## src/rtl/adc_conv_pkg.sv

```systemverilog
package adc_conv_pkg;
  localparam int FRAME_CLKS     = 24;
  localparam int RES_BITS       = 12;
  localparam int STROBE_RISE    = 9;
  localparam int FIRST_RES_RISE = STROBE_RISE + 1;
  localparam int LAST_RES_RISE  = FIRST_RES_RISE + RES_BITS - 1;

  typedef enum logic [2:0] {ST_IDLE, ST_SETUP, ST_HIGH, ST_LOW, ST_GAP} conv_st_e;

  function automatic logic [7:0] ctrl_word(logic [2:0] ch, logic uni, logic sgl);
    return {1'b1, ch, uni, sgl, 2'b11};
  endfunction
endpackage

```

## src/rtl/adc_conv_halfper.sv

```systemverilog
module adc_conv_halfper #(
  parameter int DIV_HALF = 4
) (
  input  logic clk_i,
  input  logic rst_ni,
  input  logic hold_i,
  output logic tick_o
);
  localparam int CW = $clog2(DIV_HALF + 1);
  localparam logic [CW-1:0] LAST = CW'(DIV_HALF - 1);

  logic [CW-1:0] cnt_q;

  always_ff @(posedge clk_i or negedge rst_ni) begin
    if (!rst_ni)             cnt_q <= '0;
    else if (hold_i)         cnt_q <= '0;
    else if (cnt_q == LAST)  cnt_q <= '0;
    else                     cnt_q <= cnt_q + CW'(1);
  end

  assign tick_o = !hold_i && (cnt_q == LAST);
endmodule

```

## src/rtl/adc_conv_datapath.sv

```systemverilog
module adc_conv_datapath
  import adc_conv_pkg::*;
#(
  parameter int IW = 5
) (
  input  logic                clk_i,
  input  logic                rst_ni,
  input  logic                load_i,
  input  logic [7:0]          ctrl_i,
  input  logic                shift_i,
  input  logic                sample_i,
  input  logic [IW-1:0]       rise_idx_i,
  input  logic                dout_i,
  input  logic                sstrb_i,
  output logic                din_o,
  output logic [RES_BITS-1:0] result_o,
  output logic                strobe_err_o
);
  logic [7:0]          ctrl_q;
  logic [RES_BITS-1:0] res_q;
  logic                err_q;
  logic                in_res, in_strb;

  assign in_res  = rise_idx_i >= IW'(FIRST_RES_RISE) && rise_idx_i <= IW'(LAST_RES_RISE);
  assign in_strb = rise_idx_i >= IW'(STROBE_RISE - 1) && rise_idx_i <= IW'(STROBE_RISE + 1);

  always_ff @(posedge clk_i or negedge rst_ni) begin
    if (!rst_ni) begin
      ctrl_q <= '0;
      res_q  <= '0;
      err_q  <= 1'b0;
    end else if (load_i) begin
      ctrl_q <= ctrl_i;
      res_q  <= '0;
      err_q  <= 1'b0;
    end else begin
      if (shift_i) ctrl_q <= {ctrl_q[6:0], 1'b0};
      if (sample_i) begin
        if (in_res) res_q <= {res_q[RES_BITS-2:0], dout_i};
        if (in_strb && (sstrb_i != (rise_idx_i == IW'(STROBE_RISE)))) err_q <= 1'b1;
      end
    end
  end

  assign din_o        = ctrl_q[7];
  assign result_o     = res_q;
  assign strobe_err_o = err_q;


  start_bit_chk: assert property (@(posedge clk_i) disable iff (!rst_ni)
    load_i |=> din_o);


  res_hold_chk: assert property (@(posedge clk_i) disable iff (!rst_ni)
    (!sample_i && !load_i) |=> $stable(result_o));
endmodule

```

## src/rtl/adc_conv_ctrl.sv

```systemverilog
module adc_conv_ctrl
  import adc_conv_pkg::*;
#(
  parameter int DIV_HALF      = 4,
  parameter int CS_HIGH_MIN   = 3,
  parameter int CLK_PERIOD_NS = 8
) (
  input  logic                clk_i,
  input  logic                rst_ni,
  input  logic                start_i,
  input  logic [2:0]          chan_i,
  input  logic                unipolar_i,
  input  logic                single_i,
  output logic                busy_o,
  output logic                done_o,
  output logic [RES_BITS-1:0] result_o,
  output logic                strobe_err_o,
  output logic                cs_no,
  output logic                sclk_o,
  output logic                din_o,
  input  logic                dout_i,
  input  logic                sstrb_i
);
  localparam int EW = $clog2(FRAME_CLKS + 1);
  localparam int GW = $clog2(CS_HIGH_MIN + 1);
  localparam longint SCLK_NS  = 2 * longint'(DIV_HALF) * CLK_PERIOD_NS;
  localparam longint FRAME_NS = (2 * FRAME_CLKS + 1) * longint'(DIV_HALF) * CLK_PERIOD_NS;
  localparam bit CFG_BAD = DIV_HALF < 2 || CS_HIGH_MIN < 1 || SCLK_NS > 10000 || FRAME_NS > 120000;

  if (CFG_BAD) begin : g_cfg_bad
    initial $fatal(1, "adc_conv_ctrl: divider or gap setting violates timing limits");
  end

  conv_st_e      st_q;
  logic [EW-1:0] edges_q, rise_idx;
  logic [GW-1:0] gap_q;
  logic          tick, hold, accept, rise_ev, fall_ev, last_edge, gap_done;

  assign hold      = (st_q == ST_IDLE) || (st_q == ST_GAP);
  assign accept    = (st_q == ST_IDLE) && start_i;
  assign last_edge = edges_q == EW'(FRAME_CLKS);
  assign rise_ev   = tick && ((st_q == ST_SETUP) || (st_q == ST_LOW && !last_edge));
  assign fall_ev   = tick && (st_q == ST_HIGH);
  assign gap_done  = (st_q == ST_GAP) && (gap_q == GW'(CS_HIGH_MIN - 1));
  assign rise_idx  = edges_q + EW'(1);

  adc_conv_halfper #(.DIV_HALF(DIV_HALF)) u_timer (
    .clk_i  (clk_i),
    .rst_ni (rst_ni),
    .hold_i (hold),
    .tick_o (tick)
  );

  adc_conv_datapath #(.IW(EW)) u_dp (
    .clk_i        (clk_i),
    .rst_ni       (rst_ni),
    .load_i       (accept),
    .ctrl_i       (ctrl_word(chan_i, unipolar_i, single_i)),
    .shift_i      (fall_ev),
    .sample_i     (rise_ev),
    .rise_idx_i   (rise_idx),
    .dout_i       (dout_i),
    .sstrb_i      (sstrb_i),
    .din_o        (din_o),
    .result_o     (result_o),
    .strobe_err_o (strobe_err_o)
  );

  always_ff @(posedge clk_i or negedge rst_ni) begin
    if (!rst_ni) begin
      st_q    <= ST_IDLE;
      edges_q <= '0;
      gap_q   <= '0;
    end else begin
      if (rise_ev) edges_q <= rise_idx;
      unique case (st_q)
        ST_IDLE:  if (accept) begin st_q <= ST_SETUP; edges_q <= '0; end
        ST_SETUP: if (tick) st_q <= ST_HIGH;
        ST_HIGH:  if (tick) st_q <= ST_LOW;
        ST_LOW:   if (tick) begin
                    if (last_edge) begin st_q <= ST_GAP; gap_q <= '0; end
                    else           st_q <= ST_HIGH;
                  end
        ST_GAP:   begin
                    gap_q <= gap_q + GW'(1);
                    if (gap_done) st_q <= ST_IDLE;
                  end
        default:  st_q <= ST_IDLE;
      endcase
    end
  end

  assign busy_o = st_q != ST_IDLE;
  assign done_o = gap_done;
  assign cs_no  = !(st_q == ST_SETUP || st_q == ST_HIGH || st_q == ST_LOW);
  assign sclk_o = st_q == ST_HIGH;


  cs_sclk_chk: assert property (@(posedge clk_i) disable iff (!rst_ni)
    cs_no |-> !sclk_o);


  sclk_tick_chk: assert property (@(posedge clk_i) disable iff (!rst_ni)
    !$stable(sclk_o) |-> $past(tick));


  din_edge_chk: assert property (@(posedge clk_i) disable iff (!rst_ni)
    (!cs_no && $past(!cs_no) && !$stable(din_o)) |-> $fell(sclk_o));


  busy_done_chk: assert property (@(posedge clk_i) disable iff (!rst_ni)
    $fell(busy_o) |-> $past(done_o));


  busy_start_chk: assert property (@(posedge clk_i) disable iff (!rst_ni)
    $rose(busy_o) |-> $past(start_i));
endmodule

```

## config.mk

```make
export PLATFORM = sky130hd
export DESIGN_NAME = adc_conv_ctrl
export DESIGN_NICKNAME = d
export VERILOG_FILES = /design/src/rtl/adc_conv_pkg.sv /design/src/rtl/adc_conv_halfper.sv /design/src/rtl/adc_conv_datapath.sv /design/src/rtl/adc_conv_ctrl.sv
export SDC_FILE = /design/constraint.sdc
export NUM_CORES = 1
export LEC_CHECK = 0
export ABC_AREA = 1
export ABC_CLOCK_PERIOD_IN_PS = 2070
export BUFFER_PORTS_ARGS = -buffer_cell sky130_fd_sc_hd__buf_2
export CAP_MARGIN = 25
export CORE_UTILIZATION = 50
export CTS_CLUSTER_SIZE = 20
export DETAILED_ROUTE_END_ITERATION = 6
export PLACE_DENSITY = 0.71
export SLEW_MARGIN = 5
export SYNTH_ARGS = -nofsm -noshare
export SYNTH_HDL_FRONTEND = slang
export SYNTH_HIERARCHICAL = 1
export SYNTH_SLANG_ARGS = --single-unit
```

## constraint.sdc

```tcl
create_clock -name clk_i -period 2.07 [get_ports clk_i]
set_input_delay 0.1035 -clock clk_i [delete_from_list [all_inputs] [get_ports clk_i]]
set_output_delay 0.1035 -clock clk_i [all_outputs]
set_load 0.01 [all_outputs]
```

==> impl_metrics.csv <==
group,metric,value,unit
routing,first_iter_violations,104,
clock_network,cts_inserted_buffers,5,
power_and_ir_drop,power_density,1240,mW/mm^2
worst_setup_path,path_max_fanout,12,
timing,fin_setup_tns,0,ns
worst_setup_path,cp-end-kind,"flip-flop",
routing,firstDrtPassIters,4,
worst_setup_path,r2r_slack,0.20,ns
clock_network,cts_setup_buffers,0,
worst_hold_path,min_path_cells,3,
worst_setup_path,critical_path_class,"reg -> reg",
timing,setup_viol,0,
placement,place_ws,0.0572,ns
die,start_util,54.1,%
timing,fin_skew,0.00599,ns
worst_setup_path,arrival,2.05,ns
cells_and_area,area_growth,17.9,%
die,dieArea,0.00400,sq mm
worst_setup_path,reg2reg_from,"edges_q[0]",
timing,setup_slack,0.196,ns
routing,ant_nets,0,
clock_network,clk_latency,0.29,ns
worst_setup_path,crit_required,2.24,ns
routing,vias_per_cell,5.06,
worst_hold_path,hold_start,"single_i",
power_and_ir_drop,p_leak,1.18,nW
routing,drt-wirelength-per-cell,11.5,microns
timing,fin_crit,1.87,ns
die,row_count,21,
logic_synthesis,synth_top_area_cell,"dfrtp_1",
grt,grt_pass1_wl,6.71,mm
timing,clock.fmax,0.534,GHz
routing,routed-via-count,1648,
timing,period_share,90.5,%
die,die_h,63.3,microns
run_status,status,"completed",
clock_network,cts_root_buffer,"clkbuf_8",
worst_setup_path,r2r_cells,12,
job,max_cap_violations,0,
timing,hold_ws,0.0264,ns
worst_hold_path,holdPathEnd,"u_dp/ctrl_q[2]",
timing,hold_viol_final,0,
timing,relSlewSlack,48.9,%
clock_network,clk_path_buf_depth,2,
routing,drt-total-wl,3.74,mm
grt,grt_pass1_vias,1583,
grt,grt_max_degree,35,
logic_synthesis,ys_warn_count,6,
logic_synthesis,ys_seq_area_share,45.3,%
timing,slew_violations,0,
logic_synthesis,synthTopCellsByArea,"dfrtp_1 45%, nand2_1 14%, nand3_1 8.5%",
logic_synthesis,synth_area,0.00188,sq mm
die,coreArea,0.00347,sq mm
clock_network,clock_sinks,34,
worst_hold_path,min_path_type,"in -> reg",
logic_synthesis,ys_ff_latch,34,
grt,overflow,0,
cells_and_area,layout.nets,293,
cells_and_area,utilization,63.8,%
grt,grt_usage,21.6,%
grt,antenna_found_initial,0,
clock_network,clk_pin_slew,0.07,ns
logic_synthesis,syn_area_per_cell,7.79,sq um
cells_and_area,num_antenna_cells,0,
placement,io_buffers,27,
logic_synthesis,yosys.area.top_type_share,45.3,%
clock_network,cts_htree_levels,2,
placement,place_congestion,0.852,
logic_synthesis,syn_inst,241,
logic_synthesis,yosys.cell_types.count,30,
power_and_ir_drop,vdd_drop_max,0.601,mV
cells_and_area,instances_no_fill,326,
die,die_x,63.3,microns
clock_network,cts_tree,"yes",
cells_and_area,layout-drive-gt1-share,22.9,%
placement,placed_cells,316,
routing,drc,0,
worst_setup_path,cp-start-kind,"flip-flop",
placement,place_hpwl,2.63,mm
timing,worst_pin_slew,0.766,ns
worst_setup_path,crit-reg2reg-capture,"u_dp/result_o[10]",
die,io_pins,28,
## area by class of cell
type / count / area (sq um)
fill: 336 / 1250
multi-input combinational: 174 / 892
sequential: 34 / 851
timing repair buffer: 35 / 198
inverter: 29 / 109
clock buffer: 7 / 76.3
tap: 46 / 57.6
clock inverter: 1 / 30.0
## metrics by stage
stage               area [sq um]  power (mW)
detailed placement          2070        2.13
CTS                         2190        2.73
finish                      2210        2.75
global route                2210        2.99
floorplan                   1890        1.85
global placement            2070        2.11
## power by group
| part | switching, mW | internal [mW] | total, mW |
|---|---|---|---|
| Sequential | 0.135 | 0.830 | 0.965 |
| Clock | 0.238 | 0.360 | 0.598 |
| Combinational | 0.748 | 0.437 | 1.18 |
| Total | 1.12 | 1.63 | 2.75 |
## cell usage after synthesis
cell type,number
buf_4,1
o21ai_0,2
ha_1,4
nand2_1,68
nor3_1,1
o21bai_1,1
dfrtp_1,34
nand3_2,1
nor2_8,1
nand3_4,1
inv_1,22
conb_1,1
nor2_1,26
buf_2,1
nor3b_1,1
nor2_2,1
o21ai_1,9
a21oi_1,2
clkbuf_4,1
inv_2,7
nand3_1,32
clkbuf_1,1
xnor2_1,1
a22o_1,1
xor2_1,2
nand2_2,4
nand4_1,4
buf_6,3
o21ai_2,6
a21oi_2,2
## cells by family (layout without fill, tap and decap cells)
family | count (synthesis) | count (layout) | share of synthesized area [%]
flops | 34 | 34 | 45.3
other cells | 1 | 3 | 0.200
xor+xnor | 3 | 3 | 1.40
fa+ha+maj | 4 | 4 | 2.66
simple gates | 140 | 141 | 33.5
compound gates | 23 | 23 | 8.06
buf+inv | 36 | 72 | 8.86
## worst max path at each step
stage / start / end / slack (ns) / depth (start not counted)
finish: edges_q[0] / u_dp/result_o[10] / 0.20 / 12
global route: edges_q[0] / u_dp/result_o[7] / -0.009 / 12
CTS: edges_q[0] / u_dp/result_o[10] / 0.04 / 12
detailed placement: edges_q[0] / u_dp/result_o[10] / 0.06 / 12
global placement: edges_q[0] / u_dp/result_o[2] / 0.15 / 12
floorplan: st_q[0] / u_dp/result_o[4] / 0.24 / 11
## critical path, cell delays in order (launching register included)
cell     delay, ns
dfrtp_1       0.38
inv_1         0.11
ha_1          0.24
nand2_1       0.07
nor2_1        0.05
nand2_2       0.08
nand3_4       0.11
inv_2         0.07
inv_1         0.08
a21oi_4       0.21
nand2_4       0.14
nand3_1       0.11
o21ai_1       0.08
## placed cells by master, fill, tap and decap left out
master / count
o21ai_0: 2
nor2_2: 1
dfrtp_1: 34
xnor2_1: 1
nor3b_1: 1
o21ai_1: 9
a21oi_4: 1
clkbuf_8: 5
a22o_1: 1
xor2_1: 2
buf_4: 7
nand2_1: 68
clkbuf_1: 2
o21ai_2: 6
inv_1: 22
bufinv_16: 1
buf_2: 27
nand3_1: 32
nor3_1: 1
inv_2: 7
nor2_8: 1
nand3_4: 1
dlygate4sd3_1: 1
nor2_1: 26
nand2_4: 2
ha_1: 4
conb_1: 3
o21bai_1: 1
a21oi_2: 1
nand4_1: 4
a21oi_1: 2
nand2_2: 3
nand3_2: 1
## routing by layer
layer	GRT usage [%]	up-vias	wire length, microns
li1	-	840	-
met1	27.9	766	1840
met2	33.5	34	1670
met3	5.62	8	166
met4	10.2	0	59
met5	0	-	0
## state kept, by name, summed over array words and instances, names as in the netlist
name	flops
gap_q	2
st_q	3
u_timer/cnt_q	3
edges_q	5
u_dp/strobe_err_o	1
u_dp/ctrl_q	8
u_dp/result_o	12
## what timing repair did
action                     4_1_cts  5_1_grt
hold buffers                     1        0
resized for setup                0        3
hold endpoints to repair        34        0
setup endpoints to repair        0       12
Note: power is estimated with default switching activity, not from simulation.
